==> config.mk <==
export PLATFORM = sky130hd
export DESIGN_NAME = sw_coalesce_bridge
export DESIGN_NICKNAME = d
export VERILOG_FILES = /design/src/rtl/swc_pkg.sv /design/src/rtl/swc_lane_merge.sv /design/src/rtl/swc_gap_timer.sv /design/src/rtl/swc_shadow_bank.sv /design/src/rtl/sw_coalesce_bridge.sv
export SDC_FILE = /design/constraint.sdc
export NUM_CORES = 1
export LEC_CHECK = 0
export BUFFER_PORTS_ARGS = -buffer_cell sky130_fd_sc_hd__clkbuf_2
export CAP_MARGIN = 0
export CELL_PAD_IN_SITES_DETAIL_PLACEMENT = 1
export CELL_PAD_IN_SITES_GLOBAL_PLACEMENT = 1
export CORE_AREA = 5 5 142 280
export CTS_CLUSTER_SIZE = 30
export DETAILED_ROUTE_END_ITERATION = 10
export DIE_AREA = 0 0 147 285
export PLACE_DENSITY_LB_ADDON = 0.1
export SLEW_MARGIN = 30
export SYNTH_ARGS = -nofsm -noshare
export SYNTH_HDL_FRONTEND = slang
export SYNTH_SLANG_ARGS = --single-unit
==> constraint.sdc <==
create_clock -name clk -period 2.35 [get_ports clk]
set_clock_uncertainty 0.1 [all_clocks]
set_input_delay 0.3525 -clock clk [delete_from_list [all_inputs] [get_ports clk]]
set_output_delay 0.3525 -clock clk [all_outputs]
set_load 0.005 [all_outputs]
==> src/rtl/swc_pkg.sv <==
package swc_pkg;
  localparam logic [1:0] SZ_BYTE = 2'd0;
  localparam logic [1:0] SZ_HALF = 2'd1;

  typedef enum logic [2:0] {
    ST_IDLE, ST_FETCH, ST_MERGE, ST_WR_GEO, ST_WR_MAIN, ST_GAP, ST_RESP
  } state_e;

  function automatic logic [31:0] lane_mask(logic [1:0] sz, logic [1:0] off);
    logic [4:0] sh;
    sh = {off, 3'b000};
    case (sz)
      SZ_BYTE: return 32'h0000_00FF << sh;
      SZ_HALF: return 32'h0000_FFFF << sh;
      default: return 32'hFFFF_FFFF;
    endcase
  endfunction

  function automatic logic [31:0] lane_extract(logic [31:0] w, logic [1:0] sz,
                                               logic [1:0] off);
    logic [31:0] s;
    s = w >> {off, 3'b000};
    case (sz)
      SZ_BYTE: return s & 32'h0000_00FF;
      SZ_HALF: return s & 32'h0000_FFFF;
      default: return s;
    endcase
  endfunction
endpackage

==> src/rtl/swc_lane_merge.sv <==
module swc_lane_merge
  import swc_pkg::*;
(
  input  logic [31:0] base,
  input  logic [1:0]  size,
  input  logic [1:0]  off,
  input  logic [31:0] data,
  output logic [31:0] merged
);
  logic [31:0] mask;
  logic [31:0] shifted;

  always_comb begin
    mask    = lane_mask(size, off);
    shifted = data << {off, 3'b000};
    merged  = (base & ~mask) | (shifted & mask);
  end
endmodule

==> src/rtl/swc_gap_timer.sv <==
module swc_gap_timer #(
  parameter int GW = 8
) (
  input  logic          clk,
  input  logic          rst_n,
  input  logic          start,
  input  logic [GW-1:0] load,
  output logic          busy
);
  logic [GW-1:0] cnt;

  always_ff @(posedge clk) begin
    if (!rst_n)            cnt <= '0;
    else if (start)        cnt <= load;
    else if (cnt != '0)    cnt <= cnt - 1'b1;
  end

  assign busy = (cnt != '0);
endmodule

==> src/rtl/swc_shadow_bank.sv <==
module swc_shadow_bank (
  input  logic        clk,
  input  logic        rst_n,
  input  logic        geo_we,
  input  logic        geo_clr,
  input  logic [31:0] geo_d,
  input  logic        iss_we,
  input  logic [31:0] iss_d,
  output logic [31:0] geo_q,
  output logic [31:0] iss_q
);
  always_ff @(posedge clk) begin
    if (!rst_n) begin
      geo_q <= '0;
      iss_q <= '0;
    end else begin
      if (geo_clr)     geo_q <= '0;
      else if (geo_we) geo_q <= geo_d;
      if (iss_we)      iss_q <= iss_d;
    end
  end
endmodule

==> src/rtl/sw_coalesce_bridge.sv <==
module sw_coalesce_bridge
  import swc_pkg::*;
#(
  parameter int AW       = 8,
  parameter int GW       = 8,
  parameter int GEO_LO   = 4,
  parameter int GEO_HI   = 6,
  parameter int MODE_OFF = 12,
  parameter int TRIG_OFF = 14
) (
  input  logic          clk,
  input  logic          rst_n,
  input  logic          slow_i,
  input  logic [GW-1:0] gap_i,
  input  logic          req_valid,
  output logic          req_ready,
  input  logic          req_write,
  input  logic [1:0]    req_size,
  input  logic [AW-1:0] req_addr,
  input  logic [31:0]   req_wdata,
  output logic          rsp_valid,
  input  logic          rsp_ready,
  output logic [31:0]   rsp_rdata,
  output logic          per_rd_en,
  output logic          per_wr_en,
  output logic [AW-1:0] per_addr,
  output logic [31:0]   per_wdata,
  input  logic [31:0]   per_rdata
);
  localparam logic [AW-1:0] GEO_LO_A  = AW'(GEO_LO);
  localparam logic [AW-1:0] GEO_HI_A  = AW'(GEO_HI);
  localparam logic [AW-1:0] MODE_A    = AW'(MODE_OFF);
  localparam logic [AW-1:0] TRIG_A    = AW'(TRIG_OFF);
  localparam logic [AW-1:0] GEO_WORD  = {GEO_LO_A[AW-1:2], 2'b00};

  state_e        state;
  logic          op_write;
  logic [1:0]    op_size;
  logic [AW-1:0] op_addr;
  logic [31:0]   op_wdata;
  logic [AW-1:0] wr_addr;
  logic [31:0]   wr_word;
  logic          pend_main;
  logic [31:0]   rsp_q;

  logic          accept, is_half, hit_geo, hit_mode, hit_trig, is_word;
  logic [31:0]   geo_q, iss_q, req_base, req_merged, fetch_merged;
  logic          gap_busy;

  assign req_ready = (state == ST_IDLE);
  assign accept    = req_valid && req_ready;
  assign is_half   = (req_size == SZ_HALF);
  assign is_word   = (req_size[1] == 1'b1);
  assign hit_geo   = is_half && ((req_addr == GEO_LO_A) || (req_addr == GEO_HI_A));
  assign hit_mode  = is_half && (req_addr == MODE_A);
  assign hit_trig  = is_half && (req_addr == TRIG_A);
  assign req_base  = hit_geo ? geo_q : iss_q;

  swc_lane_merge u_req_merge (
    .base(req_base), .size(req_size), .off(req_addr[1:0]),
    .data(req_wdata), .merged(req_merged)
  );

  swc_lane_merge u_fetch_merge (
    .base(per_rdata), .size(op_size), .off(op_addr[1:0]),
    .data(op_wdata), .merged(fetch_merged)
  );

  swc_shadow_bank u_shadow (
    .clk(clk), .rst_n(rst_n),
    .geo_we(accept && req_write && hit_geo),
    .geo_clr(state == ST_WR_GEO),
    .geo_d(req_merged),
    .iss_we(accept && req_write && hit_mode),
    .iss_d(req_merged),
    .geo_q(geo_q), .iss_q(iss_q)
  );

  swc_gap_timer #(.GW(GW)) u_gap (
    .clk(clk), .rst_n(rst_n),
    .start(per_wr_en && slow_i),
    .load(gap_i),
    .busy(gap_busy)
  );

  always_ff @(posedge clk) begin
    if (!rst_n) begin
      state     <= ST_IDLE;
      op_write  <= 1'b0;
      op_size   <= '0;
      op_addr   <= '0;
      op_wdata  <= '0;
      wr_addr   <= '0;
      wr_word   <= '0;
      pend_main <= 1'b0;
      rsp_q     <= '0;
    end else begin
      case (state)
        ST_IDLE: if (accept) begin
          op_write  <= req_write;
          op_size   <= req_size;
          op_addr   <= req_addr;
          op_wdata  <= req_wdata;
          wr_addr   <= {req_addr[AW-1:2], 2'b00};
          pend_main <= 1'b0;
          if (!req_write)             state <= ST_FETCH;
          else if (hit_geo || hit_mode) state <= ST_IDLE;
          else if (hit_trig) begin
            wr_word <= req_merged;
            state   <= (geo_q != '0) ? ST_WR_GEO : ST_WR_MAIN;
          end else if (is_word) begin
            wr_word <= req_wdata;
            state   <= ST_WR_MAIN;
          end else                    state <= ST_FETCH;
        end
        ST_FETCH: state <= ST_MERGE;
        ST_MERGE: begin
          if (!op_write) begin
            rsp_q <= lane_extract(per_rdata, op_size, op_addr[1:0]);
            state <= ST_RESP;
          end else begin
            wr_word <= fetch_merged;
            state   <= ST_WR_MAIN;
          end
        end
        ST_WR_GEO: begin
          pend_main <= 1'b1;
          state     <= slow_i ? ST_GAP : ST_WR_MAIN;
        end
        ST_WR_MAIN: begin
          pend_main <= 1'b0;
          state     <= slow_i ? ST_GAP : ST_IDLE;
        end
        ST_GAP: if (!gap_busy) state <= pend_main ? ST_WR_MAIN : ST_IDLE;
        ST_RESP: if (rsp_ready) state <= ST_IDLE;
        default: state <= ST_IDLE;
      endcase
    end
  end

  always_comb begin
    per_rd_en = (state == ST_FETCH);
    per_wr_en = (state == ST_WR_GEO) || (state == ST_WR_MAIN);
    if (state == ST_WR_GEO)     per_addr = GEO_WORD;
    else if (state == ST_FETCH) per_addr = {op_addr[AW-1:2], 2'b00};
    else                        per_addr = wr_addr;
    per_wdata = (state == ST_WR_GEO) ? geo_q : wr_word;
  end

  assign rsp_valid = (state == ST_RESP);
  assign rsp_rdata = rsp_q;
endmodule

-- After elaboration in Yosys (flattened, before gate mapping)
Index checks and enable logic that the tools add are counted.
- flip-flop bits (word level): 189
- latch bits: 0
- RAM bits: 0
- memory bits (read-only): 0
- output and inout bits: 76
- memories: 0
- add/sub/neg operators: 1
- multiply operators: 0
- div/mod/pow operators: 0
- order comparisons: 0
- equal/unequal tests: 19
- shift operators: 7
- mux-type cells: 31
- bitwise operators: 10
- reductions and logical operators: 25
- operators by type and width (operator ; number):
    $mux W32 ; 8
    $pmux W32 S2 ; 4
    $and A32 B32 Y32 ; 4
    $not A32 Y32 ; 2
    $or A32 B32 Y32 ; 2
    $shl A16 B5 Y32 const A ; 2
    $shl A32 B5 Y32 ; 2
    $shl A8 B5 Y32 const A ; 2
    $mux W8 ; 4
    $reduce_bool A32 Y1 ; 1
    $shr A32 B5 Y32 ; 1
    $mux W3 ; 10
    $pmux W3 S7 ; 1
    $eq A8 B3 Y1 const B ; 2
    $eq A8 B4 Y1 const B ; 2
    $eq A3 B3 Y1 const B ; 3
    $logic_and A1 B1 Y1 ; 8
    $reduce_bool A8 Y1 ; 1
    $sub A8 B1 Y8 const B ; 1
    $eq A3 B2 Y1 const B ; 2
    $ne A2 B1 Y1 const B ; 3
    $ne A2 B2 Y1 const B ; 3
    $reduce_and A2 Y1 ; 3
    $reduce_and A6 Y1 ; 1
    other kinds (14) ; 21

-- Depth between registers and ports, before layout
Gate-level depths: netlist of run 1.
- word-level depth: 11
- gate-level depth with buffers: 8
- gate-level depth less buffers: 7

-- Cells and area by module
From an unflattened synthesis of run 1, not the netlist that was laid out.
- cells, all modules: 1290
- area total of the unflattened synthesis: 11614.9 um^2
- by module, submodules not included (module ; times used ; cells each ; area an instance (um^2) ; seq. area each (um^2)):
    sw_coalesce_bridge ; 1 ; 803 ; 6875.3 ; 2222.1
    swc_shadow_bank ; 1 ; 207 ; 2402.3 ; 1281.2
    swc_lane_merge ; 2 ; 113 ; 928.4 ; 0.0
    swc_gap_timer ; 1 ; 54 ; 480.5 ; 160.2

-- Worst setup path before layout of run 1
Ideal clock, no wire load.
- path kind: input port to flip-flop
- start point: input req_addr[6]
- end point: register u_shadow.geo_q[24]
- library setup time: 128 ps
- arrival: 2193 ps
- data required time: 2122 ps
- setup slack: -71 ps
- cell stages on the path: 6
- path buffers: 1
- cell sequence: or4b_1 or4_1 buf_6 nor3_4 mux2i_1 nor2_1
- cells in the longest elaborated chain, start to end: 6
- elaborated cells between the ends (all ways): 8
- classes of those cells: eq/ne (2); mux (1); bitwise (2); reduce/logical (3)
- RTL lines (item ; line ; RTL):
    start: declaration ; sw_coalesce_bridge.sv:19 ; input logic [AW-1:0] req_addr,
    $eq A8 B3 Y1 ; sw_coalesce_bridge.sv:54 ; assign hit_geo = is_half && ((req_addr == GEO_LO_A) || (req_addr == GEO_HI_A));
    $logic_or A1 B1 Y1 * ; sw_coalesce_bridge.sv:54 ;
    $logic_and A1 B1 Y1 * ; sw_coalesce_bridge.sv:54 ;
    $mux W32 ; sw_coalesce_bridge.sv:57 ; assign req_base = hit_geo ? geo_q : iss_q;
    $and A32 B32 Y32 ; swc_lane_merge.sv:16 ; merged = (base & ~mask) | (shifted & mask);
    $or A32 B32 Y32 ; swc_lane_merge.sv:16 ;
    end signal: assignment ; swc_shadow_bank.sv:18 ; else if (geo_we) geo_q <= geo_d;
    end: declaration ; swc_shadow_bank.sv:9 ; output logic [31:0] geo_q,
Mark *: on every way between the ends. The rest lies on a longest branch, timed or not.
A chain may end at the register's enable or synchronous reset.

-- Worst setup path after layout of run 1
- start point: register state[2]
- end point: output per_wdata[26]
- cells in the longest elaborated chain, start to end: 2
- RTL lines (item ; line ; RTL):
    start: declaration ; sw_coalesce_bridge.sv:36 ; state_e state;
    start signal: assignment ; sw_coalesce_bridge.sv:110 ; state <= (geo_q != '0) ? ST_WR_GEO : ST_WR_MAIN;
    start signal: assignment ; sw_coalesce_bridge.sv:128 ; state <= slow_i ? ST_GAP : ST_WR_MAIN;
    start signal: assignment ; sw_coalesce_bridge.sv:132 ; state <= slow_i ? ST_GAP : ST_IDLE;
    $eq A3 B2 Y1 ; sw_coalesce_bridge.sv:147 ; per_wdata = (state == ST_WR_GEO) ? geo_q : wr_word;
    $mux W32 ; sw_coalesce_bridge.sv:147 ;
    end: declaration ; sw_coalesce_bridge.sv:27 ; output logic [31:0] per_wdata,
Every way passes these cells.

==> results of run 1 <==
-- cell families after synthesis --
group,share of synthesized area
AOI/OAI and AO/OA,0.2506
muxes,0.1488
xor gates and xnor gates,0.004580
adders and majority gates,0.002617
and+or+nand+nor,0.1844
DFF,0.3622
buffers and inverters,0.04645
other,0.0003922
-- area by class of cell --
class / count / area (um2)
Clock buffer: 21 / 460.4
Clock inverter: 10 / 91.34
Fill cell: 4400 / 24870
Inverter: 7 / 26.28
Multi-Input combinational cell: 898 / 5756
Sequential cell: 173 / 3477
Tap cell: 459 / 574.3
Timing Repair Buffer: 273 / 1906
-- state kept, by name (all words and copies together) (netlist names) --
name / count
op_wdata: 32
rsp_rdata: 32
u_shadow.geo_q: 32
wr_word: 32
u_shadow.iss_q: 22
op_addr: 8
u_gap.cnt: 8
state: 3
op_size: 2
op_write: 1
pend_main: 1
-- through the flow --
stage | hold WS (ns) | setup slack, ns
floorplan | 0.3239 | -0.02116
global placement | 0.3405 | -0.2373
detailed placement | 0.3433 | -0.2639
CTS | 0.002059 | 0.02369
global route | 0.01906 | 0.01786
finish | 0.02521 | 0.06208
-- cell usage in the layout, fill, tap and decap left out, types with 16 or more instances in the layout --
cell | Yosys | final
mux2i_1 | 78 | 78
clkbuf_2 | 0 | 161
a211oi_1 | 49 | 48
o22a_1 | 16 | 16
clkbuf_16 | 0 | 17
buf_4 | 2 | 91
o21ai_0 | 86 | 86
nand2_1 | 163 | 163
a31oi_1 | 17 | 17
mux2_2 | 45 | 36
nor3_1 | 20 | 20
dfxtp_1 | 173 | 168
nor2_1 | 97 | 95
a21oi_1 | 125 | 125
-- repair_timing --
action | in CTS | in global routing
setup buffers | 9 | 1
hold buffers | 0 | 0
gates cloned | 3 | 0
pin swaps | 1 | 0
gates resized for setup | 22 | 3
endpoints found under the setup margin | 34 | 9
-- layer usage --
layer  vias to the layer above  GRT usage  wire length, um
met5                         -          0                0
met4                         0     0.1083             2317
met3                        66    0.02987             1402
met2                       214     0.4218            25510
met1                      4852     0.2351            17770
li1                       4675          -                -
-- power groups by stage --
stage               registers (mW)  logic (mW)  clock network [mW]
finish                        3.25        2.01                2.80
global route                  3.27        2.20                3.00
CTS                           3.25        2.03                2.91
detailed placement            3.33        1.99                   0
global placement              3.32        1.97                   0
floorplan                     3.25        1.17                   0
-- tightest hold or removal path, cell delays in order --
cell	delay (ns)
clkbuf_2	0.08
nand2_1	0.05
a21oi_1	0.05
-- worst paths after layout --
check                                     end  cells past startpoint
worst min-delay path             u_gap.cnt[2]                      3
worst max register to register       state[2]                      8
worst max-delay path            per_wdata[26]                      6
worst min register to register  rsp_rdata[24]                      2
==> impl_metrics.json, run 1 <==
{
  "finalNetCount": 1460,
  "clk_path_buf_depth": 2,
  "yosys.area.top_type": "dfxtp_1",
  "ff2ff_setup_slack_ns": 0.19,
  "worstMarginPinSlew_ns": 0.7529,
  "ys_seq_area_frac": 0.3622,
  "initialDrtViolationCount": 418,
  "cts.sinks": 173,
  "hold_class": "in2reg",
  "maxCapViolCount": 0,
  "hpwl_um": 36450,
  "grt_usage": 0.2213,
  "io_pins": 164,
  "insertion_delay_ns": 0.45,
  "post-route-util": 0.3307,
  "clkTransAtPathRegs_ns": 0.07,
  "dp_cells": 1799,
  "critPathBufInv": 4,
  "synth.avg_cell_area_um2": 8.096,
  "async_flop_share": 0,
  "start_util": 0.2573,
  "power_frac_clock": 0.347,
  "cp_cell_sequence": "nand3b_1 > buf_6 > buf_12 > buf_16 > mux2_4 > clkbuf_2",
  "setup-violations-final": 0,
  "startpoint": "state[2]",
  "outcome": "completed",
  "ir_drop_mv": 0.5566,
  "p_sw_frac": 0.3260,
  "grt_pass1_vias": 10230,
  "synth_common_cells": "dfxtp_1, nand2_1, a21oi_1",
  "syn2layout_area_growth_pct": 28.54,
  "rows": 100,
  "crit_fanout": 8,
  "vias_per_cell": 5.327,
  "htreeDepth": 4,
  "num_antenna_cells": 0,
  "core_area_um2": 37160,
  "fmax_mhz": 437.1,
  "p_leak_nw": 4.927,
  "place.gp.congestion": 0.8726,
  "synth-seq-cells": 173,
  "syn_inst": 1181,
  "worstHoldStart": "gap_i[2]",
  "cts_buffers": 17,
  "die-area_um2": 41900,
  "critical_path_arrival_ns": 1.84,
  "synth-edff-count": 0,
  "dieHeight_um": 285,
  "wl_per_cell_um": 25.53,
  "crit_required_ns": 1.90,
  "critPathTopFamily": "buffers and inverters",
  "via_count": 9807,
  "fin_area_um2": 12290,
  "power.density_nw_per_um2": 656.4,
  "postPlaceCellArea_um2": 11490,
  "path_class": "reg2out",
  "cp-start-kind": "flip-flop",
  "drive_above_1_share": 0.2793,
  "finalWirelength_um": 47010,
  "finalNonFillerCells": 1841,
  "synth-main-ff-cell": "dfxtp_1",
  "synthTopCellsByArea": "dfxtp_1, mux2i_1, a21oi_1",
  "critPathCaptureType": "output port",
  "synth_top_area_frac": 0.3622,
  "power.switching_mw": 2.630,
  "hold_violations": 0,
  "cts_root_buffer": "clkbuf_16",
  "rr_startpoint": "u_shadow.geo_q[7]",
  "syn_area_um2": 9562,
  "dieWidth_um": 147,
  "cpPeakStageDelay_ns": 0.34,
  "fin_setup_tns_ns": 0,
  "cts_tree": "built",
  "post-route-period-util": 0.9736,
  "io_buffers": 161,
  "p_int_mw": 5.437,
  "relSlewSlack": 0.4971,
  "seq_power_share": 0.403,
  "gr-total-overflow": 0,
  "final_antenna_net_count": 0,
  "dr.pass1.iters": 4,
  "cp_slowest_cell": "dfxtp_4",
  "grt_pass1_wl_um": 69640,
  "yosysUniqueCellTypes": 63,
  "power_mw": 8.067,
  "synth_most_common_cell": "dfxtp_1",
  "comb_power_share": 0.250,
  "antenna_found_initial": 0,
  "route.detailed.drc": 0,
  "fin_crit_ns": 2.288,
  "drv_slew": 0,
  "rsz0062_at_grt": "no",
  "grt_max_degree": 69,
  "synth_warnings": 0
}
No activity file was read; power rests on OpenSTA's default activity.
==> inputs of run 2 (changes only) <==
==> constraint.sdc (replaced) <==
create_clock -name clk -period 2.35 [get_ports clk]
set_clock_uncertainty 0.1 [all_clocks]
set_input_delay 0.3525 -clock clk [delete_from_list [all_inputs] [get_ports clk]]
set_output_delay 0.3525 -clock clk [all_outputs]
set_load 0.02 [all_outputs]
==> impl_metrics.json, run 2 (synthesis gave the netlist of run 1 again) <==
{
  "insertion_delay_ns": 0.45,
  "start_util": 0.2573,
  "io_pins": 164,
  "cts_buffers": 17,
  "cp-start-kind": "flip-flop",
  "fmax_mhz": 428.4,
  "dr.pass1.iters": 4,
  "final_antenna_net_count": 0,
  "grt_pass1_vias": 10427,
  "fin_crit_ns": 2.334,
  "wl_per_cell_um": 25.56,
  "place.gp.congestion": 0.8831,
  "startpoint": "state[2]",
  "finalWirelength_um": 46990,
  "cts.sinks": 173,
  "critical_path_arrival_ns": 1.88,
  "dr.max_layer_used": "met4",
  "worstMarginPinSlew_ns": 0.6987,
  "maxCapViolCount": 0,
  "rows": 100,
  "crit_required_ns": 1.90,
  "hold_violations": 0,
  "critPathCaptureType": "output port",
  "power_mw": 8.311,
  "initialDrtViolationCount": 361,
  "dieHeight_um": 285,
  "power.density_nw_per_um2": 654.8,
  "core_area_um2": 37160,
  "clk_path_buf_depth": 2,
  "grt_max_degree": 69,
  "rr_startpoint": "u_shadow.geo_q[7]",
  "via_count": 9794,
  "hpwl_um": 36200,
  "post-route-period-util": 0.9933,
  "gr-total-overflow": 0,
  "grt_pass1_wl_um": 70260,
  "p_leak_nw": 5.085,
  "drive_above_1_share": 0.2770,
  "clkTransAtPathRegs_ns": 0.07,
  "cp_slowest_cell": "dfxtp_4",
  "worstRegToRegCells": 8,
  "vias_per_cell": 5.329,
  "die-area_um2": 41900,
  "ff2ff_setup_slack_ns": 0.10,
  "wl_met3_um": 1406,
  "outcome": "completed",
  "crit_fanout": 8,
  "path_class": "reg2out",
  "wl_met1_um": 17430,
  "min_to": "u_gap.cnt[2]",
  "finalHoldWorstSlack_ns": 0.02847,
  "layout_commonest_cell": "dfxtp_1",
  "hold_class": "in2reg",
  "post-route-util": 0.3415,
  "num_antenna_cells": 0,
  "cts_tree": "built",
  "drv_slew": 0,
  "cts_root_buffer": "clkbuf_16",
  "reg2reg_to": "state[2]",
  "grt_usage": 0.2226,
  "min_delay_path_depth": 3,
  "final_cell_mix": "dfxtp_1, nand2_1, clkbuf_2",
  "setup-violations-final": 0,
  "dieWidth_um": 147,
  "postPlaceCellArea_um2": 11490,
  "cpPeakStageDelay_ns": 0.34,
  "finalNetCount": 1456,
  "relSlewSlack": 0.5332,
  "worstHoldStart": "gap_i[2]",
  "cp_cell_sequence": "nand3b_1 > buf_6 > buf_12 > buf_16 > mux2_4 > buf_8",
  "rsz0062_at_grt": "yes",
  "critPathTopFamily": "buffers and inverters",
  "antenna_found_initial": 0,
  "critPathBufInv": 4,
  "ir_drop_mv": 0.4387,
  "fin_area_um2": 12690,
  "htreeDepth": 4,
  "io_buffers": 161,
  "syn2layout_area_growth_pct": 32.74,
  "dr_wl_met2_um": 25300,
  "route.detailed.drc": 0
}
[run 2: cell types whose count changed in the layout (fill, tap and decap cells not counted), moves of 2 or more]
cell and delta:
clkbuf_2 -32, mux2_2 -23, mux2_4 +23, buf_8 +20, clkbuf_8 +9, buf_4 -6
buf_6 +4, buf_12 +2, clkinv_4 -2, clkinvlp_4 +2
[run 2: cell type report]
type	count	area, um2
clock inverter	9	83.83
multi-input combinational	898	5827
inverter	7	26.28
timing repair buffer	269	2206
sequential	173	3477
clock buffer	23	498.0
fill	4376	24470
tap	459	574.3
[run 2: power breakdown]
| part | switching [mW] | internal, mW |
|---|---|---|
| registers | 0.154 | 3.10 |
| logic | 1.26 | 0.904 |
| clock network | 1.29 | 1.60 |
| total | 2.71 | 5.60 |
[run 2: routing by layer]
layer | track usage | vias up
li1 | - | 4667
met1 | 0.2329 | 4833
met2 | 0.4197 | 215
met3 | 0.03051 | 79
met4 | 0.1260 | 0
met5 | 0 | -
[run 2: worst reg2reg max path, cell delays in order, from the launching register on]
cell and delay [ns]:
dfxtp_1 0.37, nor4_2 0.42, buf_4 0.20, nand4_1 0.12, buf_4 0.17, nor3_1 0.20, buf_4 0.16, o21bai_1 0.07
a311oi_1 0.33
[run 2: repair_timing]
action                                  4_1_cts  5_1_grt
cloned                                        4        0
hold endpoints to repair                      1        0
hold buffers                                  1        0
endpoints found under the setup margin       40       40
pin swaps                                     0        0
setup buffers                                 7        0
resized for setup                            90       46
[run 2: through the flow]
stage	TNS [ns]	setup slack, ns	std cells
floorplan	-0.1052	-0.02116	1182
global placement	-6.006	-0.2346	1796
detailed placement	-7.863	-0.2609	1796
CTS	-0.5695	-0.06003	1839
global route	-0.03887	-0.01794	1838
finish	0	0.01579	1838
[run 2: how the worst max path moves through the flow]
stage / endpoint / slack, ns / cells past startpoint
floorplan: u_shadow.geo_q[23] / -0.02 / 7
global placement: u_shadow.geo_q[20] / -0.23 / 7
detailed placement: u_shadow.geo_q[21] / -0.26 / 7
CTS: per_wdata[18] / -0.06 / 7
global route: per_wdata[29] / -0.02 / 6
finish: per_wdata[27] / 0.02 / 6
==> inputs of run 3 (changes only) <==
Settings changed: CORE_AREA 5 5 142 280 to 2 2 139 277, DIE_AREA 0 0 147 285 to 0 0 141 279.
Clock period 2.35 ns to 2.7 ns, I/O delays scaled along.
==> impl_metrics.json, run 3 (synthesis gave the netlist of run 1 again) <==
{
  "outcome": "completed",
  "finalNetCount": 1435,
  "grt_pass1_vias": 10046,
  "fmax_mhz": 380.7,
  "setup-violations-final": 0,
  "grt_usage": 0.2344,
  "via_count": 9727,
  "reg2reg_to": "wr_word[16]",
  "fin_setup_tns_ns": 0,
  "crit_required_ns": 2.19,
  "path_class": "reg2out",
  "seqCellArea_um2": 3466,
  "finalWirelength_um": 46850,
  "die-area_um2": 39340,
  "power.density_nw_per_um2": 593.0,
  "cts_tree": "built",
  "gr-total-overflow": 0,
  "use_met2": 0.4444,
  "ff2ff_setup_slack_ns": 0.39,
  "finalHoldWorstSlack_ns": 0.07070,
  "cts_buffers": 17,
  "maxCapViolCount": 0,
  "met1_usage": 0.2477,
  "use_met3": 0.02778,
  "fin_crit_ns": 2.627,
  "relSlewSlack": 0.5161,
  "worstHoldStart": "gap_i[4]",
  "dp_cells": 1782,
  "dieWidth_um": 141,
  "drv_slew": 0,
  "syn2layout_area_growth_pct": 24.13,
  "clkTransAtPathRegs_ns": 0.07,
  "layout_commonest_cell": "dfxtp_1",
  "p_leak_nw": 4.687,
  "cp-start-kind": "flip-flop",
  "crit_fanout": 14,
  "multi_input_area_um2": 5685,
  "final_antenna_net_count": 0,
  "vias_per_cell": 5.356,
  "grt_pass1_wl_um": 67790,
  "fillerInstances": 4438,
  "htreeDepth": 4,
  "num_antenna_cells": 0,
  "grt_max_degree": 84,
  "worstMarginPinSlew_ns": 0.7244,
  "rsz0062_at_grt": "no",
  "hold_class": "in2reg",
  "post-route-period-util": 0.9730,
  "min_delay_path_depth": 3,
  "io_buffers": 161,
  "dieHeight_um": 279,
  "rr_startpoint": "op_addr[0]",
  "clk_path_buf_depth": 2,
  "insertion_delay_ns": 0.45,
  "wl_per_cell_um": 25.80,
  "finalNonFillerCells": 1816,
  "dr.pass1.iters": 5,
  "worstRegToRegCells": 6,
  "hpwl_um": 36280,
  "io_pins": 164,
  "antenna_found_initial": 0,
  "cts_hold_buf": 0,
  "final_cell_mix": "dfxtp_1, nand2_1, clkbuf_2",
  "rows": 100,
  "critical_path_arrival_ns": 2.12,
  "initialDrtViolationCount": 494,
  "hold_violations": 0,
  "core_area_um2": 37160,
  "min_to": "u_gap.cnt[4]",
  "start_util": 0.2573,
  "cts_root_buffer": "clkbuf_16",
  "route.detailed.drc": 0,
  "drive_above_1_share": 0.2594,
  "critPathCaptureType": "output port",
  "ir_drop_mv": 0.3947,
  "gr-max-usage-layer": "met2",
  "place.gp.congestion": 0.8558,
  "cts.sinks": 173
}
## run 3: cell types whose count changed in the layout (fill, tap and decap cells not counted), moves of 4 or more
cell | before | now
clkbuf_8 | 11 | 0
clkbuf_2 | 129 | 161
buf_6 | 7 | 1
mux2_2 | 13 | 45
buf_16 | 4 | 0
mux2_4 | 32 | 0
buf_4 | 85 | 78
buf_12 | 17 | 7
buf_8 | 20 | 0
## run 3: how the worst max path moves through the flow
stage,endpoint,from,cells past startpoint,slack [ns]
floorplan,u_shadow.geo_q[24],req_addr[6],6,0.23
finish,per_wdata[31],state[2],6,0.07
global route,per_wdata[3],state[2],6,0.006
CTS,per_wdata[8],state[2],5,0.07
detailed placement,u_shadow.geo_q[21],req_addr[7],7,0.04
global placement,u_shadow.geo_q[17],req_addr[7],7,0.05
## run 3: critical path, stage by stage (launching register included)
cell      delay (ns)
dfxtp_1         0.33
buf_4           0.21
nand3b_1        0.13
buf_4           0.20
buf_6           0.24
mux2_2          0.38
clkbuf_2        0.16
## run 3: stage by stage
stage	utilization	power (mW)	worst slack, ns	instance area [um2]
2_1_floorplan	-	3.913	0.2264	9565
3_3_place_gp	0.3034	4.621	0.05287	11280
3_5_place_dp	0.3034	4.640	0.03758	11280
4_1_cts	0.3182	7.121	0.07079	11830
5_1_grt	0.3194	7.368	0.005615	11870
6_report	0.3194	7.038	0.07299	11870
## run 3: power breakdown
group	switching, mW	internal, mW	total (mW)
Clock	1.18	1.28	2.46
Combinational	1.08	0.661	1.74
Sequential	0.136	2.70	2.83
## run 3: per-layer routing
| layer | part of all wire | wire (um) |
|---|---|---|
| met3 | 0.024 | 1146 |
| met1 | 0.38 | 17810 |
| met2 | 0.54 | 25260 |
| met5 | 0 | 0 |
| met4 | 0.056 | 2636 |
## run 3: final cells by class
class                   count  share of cell area
clock buffers              20             0.03679
clock inverters            11            0.009488
inverters                   7            0.002214
multi-input cells         898              0.4790
flip-flops and latches    173              0.2920
well taps                 459             0.04839
repair buffers            248              0.1321
## run 3: what timing repair did
action	in CTS	in global routing
setup buffers	0	1
hold endpoints to repair	0	0
setup endpoints to repair	0	1
resized for setup	0	3
